--- src/rtl/pic_pkg.sv ---
package pic_pkg;
  typedef enum logic {
    LVL_LOW  = 1'b0,
    LVL_HIGH = 1'b1
  } pic_level_e;
endpackage

--- src/rtl/pic_sync_edge.sv ---
module pic_sync_edge #(
  parameter int unsigned SYNC_STAGES = 2
) (
  input  logic clk,
  input  logic rst_n,
  input  logic en,
  input  logic din,
  output logic rise_o,
  output logic fall_o
);
  // pipe_q[SYNC_STAGES-1] is the synchronised level, pipe_q[SYNC_STAGES] its previous value
  logic [SYNC_STAGES:0] pipe_q;

  always_ff @(posedge clk or negedge rst_n) begin
    if (!rst_n) pipe_q <= '0;
    else        pipe_q <= {pipe_q[SYNC_STAGES-1:0], din};
  end

  assign rise_o = en &&  pipe_q[SYNC_STAGES-1] && !pipe_q[SYNC_STAGES];
  assign fall_o = en && !pipe_q[SYNC_STAGES-1] &&  pipe_q[SYNC_STAGES];

  AST_EDGE_GATED: assert property (@(posedge clk) disable iff (!rst_n)
    !en |-> !rise_o && !fall_o);
endmodule

--- src/rtl/pic_tick_counter.sv ---
module pic_tick_counter #(
  parameter int unsigned         PRESCALE  = 64,
  parameter int unsigned         CNT_W     = 31,
  parameter logic [CNT_W-1:0]    CNT_LIMIT = {{(CNT_W-1){1'b1}}, 1'b0}
) (
  input  logic             clk,
  input  logic             rst_n,
  input  logic             en,
  input  logic             rise_i,
  output logic [CNT_W-1:0] cnt_o
);
  localparam int unsigned      PRE_W    = (PRESCALE > 2) ? $clog2(PRESCALE) : 1;
  localparam logic [PRE_W-1:0] PRE_LAST = PRE_W'(PRESCALE - 1);
  localparam logic [PRE_W-1:0] PRE_ONE  = PRE_W'(1);

  logic [PRE_W-1:0] pre_q;
  logic [CNT_W-1:0] cnt_q;
  logic             tick;

  function automatic logic [CNT_W-1:0] step_count(input logic [CNT_W-1:0] v);
    if (v == CNT_LIMIT) return '0;
    return v + CNT_W'(1);
  endfunction

  assign tick = (pre_q == PRE_LAST);

  always_ff @(posedge clk or negedge rst_n) begin
    if (!rst_n) begin
      pre_q <= '0;
      cnt_q <= '0;
    end else if (!en) begin
      pre_q <= '0;
      cnt_q <= '0;
    end else if (rise_i) begin
      // the clearing edge counts as the first clock of a new tick period
      pre_q <= PRE_ONE;
      cnt_q <= '0;
    end else begin
      pre_q <= tick ? '0 : pre_q + PRE_ONE;
      if (tick) cnt_q <= step_count(cnt_q);
    end
  end

  assign cnt_o = cnt_q;

  AST_RISE_CLEARS: assert property (@(posedge clk) disable iff (!rst_n)
    en && rise_i |=> cnt_q == '0);
  AST_CNT_LIMIT: assert property (@(posedge clk) disable iff (!rst_n)
    cnt_q <= CNT_LIMIT);
  AST_IDLE_ZERO: assert property (@(posedge clk) disable iff (!rst_n)
    !en |=> cnt_q == '0);
endmodule

--- src/rtl/pic_capture.sv ---
module pic_capture #(
  parameter int unsigned      CNT_W     = 31,
  parameter logic [CNT_W-1:0] CNT_LIMIT = {{(CNT_W-1){1'b1}}, 1'b0}
) (
  input  logic                clk,
  input  logic                rst_n,
  input  logic                en,
  input  logic                rise_i,
  input  logic                fall_i,
  input  logic [CNT_W-1:0]    cnt_i,
  output logic                new_o,
  output pic_pkg::pic_level_e lvl_o,
  output logic [CNT_W-1:0]    dur_o
);
  import pic_pkg::*;

  logic [CNT_W-1:0] hi_q;

  // modular difference on a counter that runs 0..CNT_LIMIT
  function automatic logic [CNT_W-1:0] span_less(input logic [CNT_W-1:0] now_v,
                                                 input logic [CNT_W-1:0] old_v);
    if (now_v >= old_v) return now_v - old_v;
    return now_v + (CNT_LIMIT - old_v) + CNT_W'(1);
  endfunction

  always_ff @(posedge clk or negedge rst_n) begin
    if (!rst_n)      hi_q <= '0;
    else if (!en)    hi_q <= '0;
    else if (fall_i) hi_q <= cnt_i;
  end

  assign new_o = rise_i || fall_i;
  assign lvl_o = fall_i ? LVL_HIGH : LVL_LOW;
  assign dur_o = fall_i ? cnt_i : span_less(cnt_i, hi_q);

  AST_DUR_BOUND: assert property (@(posedge clk) disable iff (!rst_n)
    new_o |-> dur_o <= CNT_LIMIT);
  AST_HIGH_START: assert property (@(posedge clk) disable iff (!rst_n)
    !en |=> hi_q == '0);
endmodule

--- src/rtl/pic_event_slot.sv ---
module pic_event_slot #(
  parameter int unsigned CNT_W = 31
) (
  input  logic             clk,
  input  logic             rst_n,
  input  logic             en,
  input  logic             new_i,
  input  logic             lvl_i,
  input  logic [CNT_W-1:0] dur_i,
  input  logic             ready_i,
  output logic             valid_o,
  output logic             lvl_o,
  output logic [CNT_W-1:0] dur_o,
  output logic             ovf_o
);
  logic             valid_q, lvl_q, ovf_q;
  logic [CNT_W-1:0] dur_q;
  logic             stalled;

  assign stalled = valid_q && !ready_i;

  always_ff @(posedge clk or negedge rst_n) begin
    if (!rst_n) begin
      valid_q <= 1'b0;
      lvl_q   <= 1'b0;
      dur_q   <= '0;
      ovf_q   <= 1'b0;
    end else if (!en) begin
      valid_q <= 1'b0;
      ovf_q   <= 1'b0;
    end else if (new_i) begin
      if (stalled) begin
        ovf_q <= 1'b1;
      end else begin
        valid_q <= 1'b1;
        lvl_q   <= lvl_i;
        dur_q   <= dur_i;
      end
    end else if (valid_q && ready_i) begin
      valid_q <= 1'b0;
    end
  end

  assign valid_o = valid_q;
  assign lvl_o   = lvl_q;
  assign dur_o   = dur_q;
  assign ovf_o   = ovf_q;

  AST_HOLD_STALL: assert property (@(posedge clk) disable iff (!rst_n)
    en && stalled |=> !en || (valid_q && $stable(lvl_q) && $stable(dur_q)));
  AST_OVF_SET: assert property (@(posedge clk) disable iff (!rst_n)
    en && stalled && new_i |=> ovf_q || !en);
  AST_OVF_STICKY: assert property (@(posedge clk) disable iff (!rst_n)
    en && ovf_q |=> ovf_q || !en);
  AST_IDLE_CLEAR: assert property (@(posedge clk) disable iff (!rst_n)
    !en |=> !valid_q && !ovf_q);
endmodule

--- src/rtl/pulse_interval_capture.sv ---
module pulse_interval_capture #(
  parameter int unsigned      PRESCALE    = 64,
  parameter int unsigned      CNT_W       = 31,
  parameter logic [CNT_W-1:0] CNT_LIMIT   = {{(CNT_W-1){1'b1}}, 1'b0},
  parameter int unsigned      SYNC_STAGES = 2
) (
  input  logic             clk,
  input  logic             rst_n,
  input  logic             en,
  input  logic             rf_in,
  input  logic             ev_ready,
  output logic             ev_valid,
  output logic             ev_level,
  output logic [CNT_W-1:0] ev_dur,
  output logic             ev_overrun
);
  import pic_pkg::*;

  logic             edge_rise, edge_fall;
  logic [CNT_W-1:0] run_cnt;
  logic             cap_new;
  pic_level_e       cap_lvl;
  logic [CNT_W-1:0] cap_dur;

  pic_sync_edge #(.SYNC_STAGES(SYNC_STAGES)) u_sync (
    .clk(clk), .rst_n(rst_n), .en(en), .din(rf_in),
    .rise_o(edge_rise), .fall_o(edge_fall)
  );

  pic_tick_counter #(.PRESCALE(PRESCALE), .CNT_W(CNT_W), .CNT_LIMIT(CNT_LIMIT)) u_cnt (
    .clk(clk), .rst_n(rst_n), .en(en), .rise_i(edge_rise), .cnt_o(run_cnt)
  );

  pic_capture #(.CNT_W(CNT_W), .CNT_LIMIT(CNT_LIMIT)) u_cap (
    .clk(clk), .rst_n(rst_n), .en(en), .rise_i(edge_rise), .fall_i(edge_fall),
    .cnt_i(run_cnt), .new_o(cap_new), .lvl_o(cap_lvl), .dur_o(cap_dur)
  );

  pic_event_slot #(.CNT_W(CNT_W)) u_slot (
    .clk(clk), .rst_n(rst_n), .en(en), .new_i(cap_new), .lvl_i(cap_lvl),
    .dur_i(cap_dur), .ready_i(ev_ready), .valid_o(ev_valid), .lvl_o(ev_level),
    .dur_o(ev_dur), .ovf_o(ev_overrun)
  );

  AST_RESET_QUIET: assert property (@(posedge clk) $rose(rst_n) |-> !ev_valid && !ev_overrun);
endmodule

--- config.mk ---
export PLATFORM = sky130hd
export DESIGN_NAME = pulse_interval_capture
export DESIGN_NICKNAME = d
export VERILOG_FILES = /design/src/rtl/pic_pkg.sv /design/src/rtl/pic_sync_edge.sv /design/src/rtl/pic_tick_counter.sv /design/src/rtl/pic_capture.sv /design/src/rtl/pic_event_slot.sv /design/src/rtl/pulse_interval_capture.sv
export SDC_FILE = /design/constraint.sdc
export NUM_CORES = 1
export LEC_CHECK = 0
export ABC_AREA = 1
export BUFFER_PORTS_ARGS = -buffer_cell sky130_fd_sc_hd__buf_2
export CORE_MARGIN = 2
export CORE_UTILIZATION = 30
export CTS_CLUSTER_SIZE = 25
export DETAILED_ROUTE_END_ITERATION = 10
export HOLD_SLACK_MARGIN = 0.05
export PLACE_DENSITY_LB_ADDON = 0.25
export SKIP_CTS_REPAIR_TIMING = 1
export SYNTH_ARGS = -nofsm -noshare
export SYNTH_HDL_FRONTEND = slang
export SYNTH_SLANG_ARGS = --single-unit
--- constraint.sdc ---
create_clock -name clk -period 3 [get_ports clk]
set_clock_uncertainty 0.15 [all_clocks]
set_input_delay 0.75 -clock clk [delete_from_list [all_inputs] [get_ports clk]]
set_output_delay 0.75 -clock clk [all_outputs]
set_load 0.05 [all_outputs]
; Yosys cells after proc, flatten, opt, wreduce, memory -nomap -nowiden
; Index checks and enable logic that the tools add are counted.
; W data, S select, Z words.
[word_totals]
regBits = 105
in_bits = 5
output_inout_bits = 34
[classes]
add_sub_neg = 6
magnitude_cmp = 1
n_eq_ne = 8
muxes = 26
bitwise_logic = 1
n_reduce_logical = 13
[ops]
columns = op, count
row1 = $mux W31, 10
row2 = $add A31 B1 Y31 const B, 2
row3 = $add A31 B31 Y31, 1
row4 = $eq A31 B31 Y1 const B, 1
row5 = $ge A31 B31 Y1, 1
row6 = $sub A31 B31 Y31, 1
row7 = $sub A31 B31 Y31 const A, 1
row8 = $mux W6, 3
row9 = $mux W1, 13
row10 = $add A6 B1 Y6 const B, 1
row11 = $eq A6 B6 Y1 const B, 1
row12 = $logic_and A1 B1 Y1, 6
row13 = $ne A2 B1 Y1 const B, 3
row14 = $ne A3 B1 Y1 const B, 2
row15 = $reduce_and A2 Y1, 2
row16 = $logic_not A1 Y1, 3
row17 = $ne A3 B3 Y1 const B, 1
row18 = $reduce_and A3 Y1, 1
row19 = $logic_or A1 B1 Y1, 1
row20 = $not A1 Y1, 1

; Longest topological paths before layout
; Gate-level depths: netlist of run 1.
[logic_depth]
ltp_word = 9
ltp_mapped = 18
mapped_depth_nobuf = 16

; Modules after synthesis
; Synthesis of run 1 repeated with hierarchy kept, for this count alone.
[hier_totals]
hier_cells = 1452
hier_area_um2 = 9062.4
[by_module_without_submodules]
columns = mod, n_inst, cells_each, area_per_inst_um2, seq_area_each_um2
row1 = pic_capture, 1, 969, 5202.5, 775.7
row2 = pic_tick_counter, 1, 327, 2388.5, 925.9
row3 = pic_event_slot, 1, 149, 1381.3, 850.8
row4 = pic_sync_edge, 1, 7, 90.1, 75.1

; Least setup slack after synthesis of run 1
; No wires, ideal clock.
[synth_path]
kind = register -> register
start = register u_cnt.cnt_q[0], in the netlist u_cnt.cnt_o[0]
end = register u_slot.dur_q[16], in the netlist u_slot.dur_o[16]
arrival_ps = 1981
setup_slack_ps = 747
path_stages_with_launch = 13
n_path_buf = 0
cell_sequence = dfrtp_1 inv_1 ha_1 fa_1 o21ai_1 nand2_1 nand2_1 nand2_1 nand2_1 xor2_1 nand2_1 nand3_1 a21oi_1
[synth_between]
elab_chain_cells = 4
elab_cells_between_ends = 8
cone_classes = add/sub: 3 / order compare: 1 / mux: 4
[synth_lines]
columns = item, line_no
row1 = start: declaration, pic_tick_counter.sv:17  ; logic [CNT_W-1:0] cnt_q;
row2 = start signal: assignment, pic_tick_counter.sv:40  ; if (tick) cnt_q <= step_count(cnt_q);
row3 = "$add A31 B31 Y31, or another cell as far along", pic_capture.sv:23  ; return now_v + (CNT_LIMIT - old_v) + CNT_W'(1);
row4 = "$add A31 B1 Y31, or another cell as far along", pic_capture.sv:23
row5 = $mux W31 *, pic_capture.sv:23
row6 = $mux W31 *, pic_capture.sv:34  ; assign dur_o = fall_i ? cnt_i : span_less(cnt_i, hi_q);
row7 = end signal: assignment, pic_event_slot.sv:37  ; dur_q <= dur_i;
row8 = end: declaration, pic_event_slot.sv:17  ; logic [CNT_W-1:0] dur_q;
; Every way passes the cells marked *; elsewhere a longest branch is shown, timed or not. The select of a mux whose other input is x is not followed.
; A chain may end at the register's enable or synchronous reset.

; Final worst setup path of run 1
[layout_path]
start = register u_cnt.cnt_q[9], in the netlist u_cnt.cnt_o[9]
end = register u_slot.dur_q[4], in the netlist u_slot.dur_o[4]
[layout_between]
elab_chain_cells = 4
[layout_lines]
columns = item, line_no
row1 = $ge A31 B31 Y1, pic_capture.sv:22  ; if (now_v >= old_v) return now_v - old_v;
row2 = $mux W1, pic_capture.sv:22
row3 = $mux W31, pic_capture.sv:23
row4 = $mux W31, pic_capture.sv:34
; No other way between the ends.

==> impl_metrics.yaml, run 1 <==
hold_path:
  hp-class: "primary input to asynchronous set/reset pin"
logic_synthesis:
  ys_ff_latch: 105
  synthFlopType: "dfrtp_1"
  syn_area_um2: 8430
  yosysUniqueCellTypes: 43
  synth_fp_nets: 1340
  async_flop_share: 1.00
  yosysWarnings: 0
  synth_edf_count: 0
  avgSynthCellArea_um2: 6.49
  seq_area_frac_synth: 0.312
  postSynthCellCount: 1298
route:
  detail-route-antenna-nets: 0
  via_per_inst: 4.93
  drt_iter0_markers: 656
  wl_per_cell_um: 17.5
  drt_wl_total_um: 30500
  vias: 8631
  drc: 0
  drt_pass1_iterations: 7
place:
  hpwl_um: 24100
  gp_congestion: 0.937
  dp_cells: 1729
  io_buffers: 38
timing:
  slew-limit-headroom: 0.574
  max_freq_ghz: 0.362
  worstMarginPinSlew_ns: 0.637
  grt_setup_unrepaired: "false"
  setup_tns_ns: 0
  period_needed_ns: 2.76
  hold_viol: 0
  finalCritPeriodShare: 0.920
  maxSlewViolCount: 0
  setup_viol: 0
floorplan:
  dieArea_um2: 29400
  fp.dieW_um: 172
  ios: 39
  fp.dieH_um: 172
  coreArea_um2: 27700
  rows: 61
  initial_core_util: 0.304
setup_path:
  worstPathRequired_ns: 3.08
  critPathKind: "flop to flop"
  cpMaxStageDelayCell: "dfrtp_1"
  crit_path_cell_trace: "ha_1 -> nand2_2 -> inv_1 -> nand2_1 -> nand2_1 -> a21oi_2 -> nand2_2 -> nand2_4 -> nand3_4 -> buf_12 -> o211ai_1 -> a21oi_1"
  endpoint_kind: "flop"
  critPathTopFamily: "compound AO/OA/AOI/OAI gates"
  crit_buf_inv: 2
  cp-start-kind: "flop"
  timing.rr.start: "u_cnt.cnt_o[9]"
  crit_start: "u_cnt.cnt_o[9]"
  cp_slowest_stage_delay_ns: 0.47
  worst_ep_arrival_time_ns: 2.84
  crit_fanout: 20
clock_network:
  root_buffer: "clkbuf_16"
  cts.reportedPaths.clkPinSlew_ns: 0.08
  cts_tree: "built"
  cts_sinks: 105
  clock_path_buffers: 2
  htree_levels: 3
  clock_latency_ns: 0.37
  cts_buffers: 9
finish:
  drive_above_1_share: 0.117
  num_antenna_cells: 0
  fin_cells: 1749
  nets: 1408
  areaGrowthSynthToFinish_pct: 14.8
global_routing:
  grt_pass1_vias: 8329
  grt_pass1_wl_um: 47800
  grt_use_total: 0.215
  overflow: 0
  grt_antenna_before_repair: 0
  grt_max_degree: 44
pwr:
  worst_ir_drop_vdd_mv: 0.271
  power.total_w: 0.00366
  p_int_w: 0.00237
  pwr-share-comb: 0.211
  leakage_nw: 5.06
  seqPwrFrac: 0.437
  swShare: 0.353
  powerDensity_nw_per_um2: 379
  p_sw_w: 0.00129
  pwr-share-clk: 0.352
run:
  maxCapViolCount: 0
run_status:
  outcome: "finished clean"
-- path summary, 6_finish.rpt --
kind | end | slack [ns] | cells past startpoint
min reg2reg | u_sync.pipe_q[1] | 0.20 | 0
max in group asynchronous | u_slot.dur_o[23] | 1.76 | 2
min in group clk | u_sync.pipe_q[1] | 0.20 | 0
max reg2reg | u_slot.dur_o[4] | 0.24 | 12
max | u_slot.dur_o[4] | 0.24 | 12
min | u_slot.dur_o[1] | 0.19 | 1
-- worst register-to-register path: stages, from the launching register on --
cell,delay [ns]
dfrtp_1,0.47
ha_1,0.43
nand2_2,0.12
inv_1,0.06
nand2_1,0.07
nand2_1,0.09
a21oi_2,0.18
nand2_2,0.11
nand2_4,0.10
nand3_4,0.12
buf_12,0.19
o211ai_1,0.43
a21oi_1,0.12
-- per-layer routing --
metal | part of all wire | global-route usage | vias up
li1 | - | - | 4286
met1 | 0.46 | 0.296 | 4016
met2 | 0.44 | 0.337 | 256
met3 | 0.051 | 0.0313 | 73
met4 | 0.042 | 0.0888 | 0
met5 | 0 | 0 | -
-- synth_stat cells (4+ instances only) --
| master | instances | share of area |
|---|---|---|
| a21oi_1 | 89 | 0.053 |
| buf_2 | 4 | 0.0024 |
| buf_4 | 4 | 0.0036 |
| clkbuf_1 | 16 | 0.0071 |
| dfrtp_1 | 105 | 0.31 |
| ha_1 | 35 | 0.052 |
| inv_1 | 217 | 0.097 |
| inv_2 | 11 | 0.0049 |
| nand2_1 | 362 | 0.16 |
| nand2_2 | 11 | 0.0082 |
| nand3_1 | 125 | 0.074 |
| nand4_1 | 26 | 0.019 |
| nor2_1 | 111 | 0.049 |
| nor2_2 | 17 | 0.013 |
| nor2_4 | 4 | 0.0053 |
| nor3_1 | 24 | 0.014 |
| o211ai_1 | 9 | 0.0080 |
| o21ai_0 | 12 | 0.0071 |
| o21ai_1 | 6 | 0.0036 |
| o22ai_1 | 33 | 0.024 |
| xnor2_1 | 7 | 0.0073 |
| xor2_1 | 31 | 0.032 |
-- sequential cells by signal (all words and copies together), names as in the netlist --
signal	cells
u_cnt.pre_q	6
u_slot.ovf_o	1
u_slot.lvl_o	1
u_cap.hi_q	31
u_sync.pipe_q	3
u_slot.valid_o	1
u_cnt.cnt_o	31
u_slot.dur_o	31
-- cells by family (layout without fill, tap and decap cells) --
logic type               Yosys count  in the layout  share of synthesized area
buffers and inverters            260            333                      0.121
AND/OR/NAND/NOR                  693            693                      0.360
flip-flops                       105            105                      0.312
adder cells (fa/ha/maj)           37             37                     0.0567
AO/OA/AOI/OAI                    165            165                      0.111
XOR/XNOR                          38             38                     0.0395
-- area by class of cell --
cell class | instances | area (um^2)
sequential | 105 | 2630
timing repair buffer | 87 | 598
fill | 3026 | 18000
clock inverter | 6 | 75.1
tap | 378 | 473
multi-input combinational | 933 | 4800
clock buffer | 10 | 239
inverter | 230 | 863
-- cells in the final DEF, fill, tap and decap left out, types with 12 or more instances in the layout --
cell     synthesis  layout
a21oi_1         89      88
buf_2            4      37
buf_4            4      47
dfrtp_1        105     105
ha_1            35      34
inv_1          217     216
inv_2           11      12
nand2_1        362     362
nand3_1        125     125
nand4_1         26      26
nor2_1         111     111
nor2_2          17      17
nor3_1          24      24
o21ai_0         12      12
o22ai_1         33      33
xor2_1          31      31
-- through the flow --
| step | util | instance area, um^2 | worst slack [ns] | hold WS [ns] |
|---|---|---|---|---|
| floorplan | - | 8430 | 0.747 | 0.181 |
| global placement | 0.336 | 9320 | 0.118 | 0.186 |
| detailed placement | 0.336 | 9320 | 0.0967 | 0.185 |
| CTS | 0.348 | 9630 | 0.0774 | 0.198 |
| global route | 0.349 | 9680 | 0.0559 | 0.214 |
| finish | 0.349 | 9680 | 0.239 | 0.192 |
-- power by group through the flow --
| stage | sequential [W] | clock [W] | combinational, W |
|---|---|---|---|
| 3_3_place_gp | 0.00163 | 0 | 0.000777 |
| 6_report | 0.00160 | 0.00129 | 0.000773 |
| 2_1_floorplan | 0.00201 | 0 | 0.000159 |
| 5_1_grt | 0.00162 | 0.00138 | 0.000830 |
| 3_5_place_dp | 0.00164 | 0 | 0.000779 |
| 4_1_cts | 0.00161 | 0.00133 | 0.000780 |
Power figures use the tool's default switching activity.
==> run 2, diff against run 1 <==
Settings changed: CTS_BUF_LIST from default to sky130_fd_sc_hd__clkbuf_2.
Clock period 3 ns to 3.1 ns, I/O delays scaled along.
==> run 2 against run 1 <==
  * First-iteration DRC count up 24%
  * Hold slack worse by 0.011 ns
  * Final area is 2.4% lower
  * Largest cell class unchanged
  * Largest power group unchanged
==> impl_metrics.yaml, run 2 (synthesis gave the netlist of run 1 again) <==
run_status:
  outcome: "finished clean"
route:
  wl_per_cell_um: 17.8
  via_per_inst: 4.97
  detail-route-antenna-nets: 0
  drc: 0
  drt_pass1_iterations: 6
  drt_wl_total_um: 31000
  vias: 8662
  drt_iter0_markers: 815
global_routing:
  overflow: 0
  grt_antenna_before_repair: 1
  grt_pass1_wl_um: 47700
  grt_use_total: 0.215
  grt_pass1_vias: 8284
  grt_max_degree: 56
setup_path:
  worstPathRequired_ns: 3.54
  crit_start: "u_cnt.cnt_o[8]"
  crit_fanout: 17
  worst_ep_arrival_time_ns: 3.34
  critPathKind: "flop to flop"
  cp-start-kind: "flop"
  endpoint_kind: "flop"
  timing.rr.start: "u_cnt.cnt_o[8]"
place:
  hpwl_um: 24100
  io_buffers: 38
  gp_congestion: 0.918
  place_ws_ns: 0.242
  dp_cells: 1724
floorplan:
  initial_core_util: 0.304
  fp.dieW_um: 172
  ios: 39
  rows: 61
  dieArea_um2: 29400
  coreArea_um2: 27700
  fp.dieH_um: 172
timing:
  setup_slack_ns: 0.196
  maxSlewViolCount: 0
  setup_viol: 0
  hold_viol: 0
  finalCritPeriodShare: 0.937
  max_freq_ghz: 0.344
  setup_tns_ns: 0
  worstMarginPinSlew_ns: 0.527
  period_needed_ns: 2.90
  slew-limit-headroom: 0.646
  grt_setup_unrepaired: "false"
hold_path:
  hold_start: "ev_ready"
  hp-class: "primary input to flop"
finish:
  layout_commonest_cell: "nand2_1"
  nets: 1401
  layout_common_cells: "nand2_1 (362), inv_1 (216), nand3_1 (125)"
  fin_cells: 1743
  drive_above_1_share: 0.109
  areaGrowthSynthToFinish_pct: 12.1
pwr:
  leakage_nw: 4.95
  p_int_w: 0.00183
  pwr-share-comb: 0.246
  seqPwrFrac: 0.511
  worst_ir_drop_vdd_mv: 0.178
  powerDensity_nw_per_um2: 320
  p_sw_w: 0.00120
  swShare: 0.395
  pwr-share-clk: 0.243
clock_network:
  cts.reportedPaths.clkPinSlew_ns: 0.34
  clock_latency_ns: 0.69
  cts_buffers: 9
  cts_tree: "built"
  root_buffer: "clkbuf_2"
  htree_levels: 3
  clock_path_buffers: 2
  cts_sinks: 105
run:
  maxCapViolCount: 0
-- run 2: final timing paths --
check | cells after the start | slack, ns | endpoint
worst min register to register | 0 | 0.24 | u_sync.pipe_q[1]
worst min-delay path | 4 | 0.18 | u_slot.valid_o
worst max-delay path | 12 | 0.20 | u_slot.dur_o[3]
worst max register to register | 12 | 0.20 | u_slot.dur_o[3]
max in group asynchronous | 3 | 1.69 | u_slot.dur_o[18]
min in group asynchronous | 2 | 0.28 | u_sync.pipe_q[0]
-- run 2: layout make-up --
cell class / count / area, um^2
Inverter: 230 / 863
Sequential cell: 105 / 2630
Antenna cell: 1 / 2.50
Timing Repair Buffer: 80 / 576
Clock buffer: 9 / 45.0
Tap cell: 378 / 473
Multi-Input combinational cell: 933 / 4790
Clock inverter: 7 / 75.1
Fill cell: 3091 / 18300
-- run 2: power groups by stage --
stage                     clock, W  combinational [W]  sequential, W
after detailed placement         0           0.000751        0.00157
final                     0.000736           0.000745        0.00155
after CTS                 0.000770           0.000752        0.00155
after global routing      0.000805           0.000795        0.00157
after global placement           0           0.000750        0.00157
after floorplan                  0           0.000154        0.00194
-- run 2: critical path, stage by stage, from the launching register on --
cell,delay [ns]
dfrtp_1,0.53
ha_1,0.47
nand2_1,0.12
nand2_1,0.08
nand2_1,0.07
nand2_1,0.09
a21oi_1,0.22
nand2_2,0.13
nand2_4,0.10
nand3_4,0.21
buf_12,0.24
o211ai_1,0.31
a21oi_1,0.11
-- run 2: stage by stage --
step	hold WS, ns	area, um^2	utilization	total power, W
global route	0.200	9450	0.341	0.00316
CTS	-0.304	9430	0.340	0.00307
finish	0.181	9450	0.341	0.00303
detailed placement	0.185	9310	0.336	0.00233
global placement	0.183	9310	0.336	0.00232
floorplan	0.181	8430	-	0.00209
-- run 2: metal layers --
| metal | global-route usage | share of wire | up-vias |
|---|---|---|---|
| li1 | - | - | 4261 |
| met1 | 0.282 | 0.45 | 4055 |
| met2 | 0.359 | 0.47 | 274 |
| met3 | 0.0267 | 0.050 | 72 |
| met4 | 0.0866 | 0.038 | 0 |
| met5 | 0 | 0 | - |
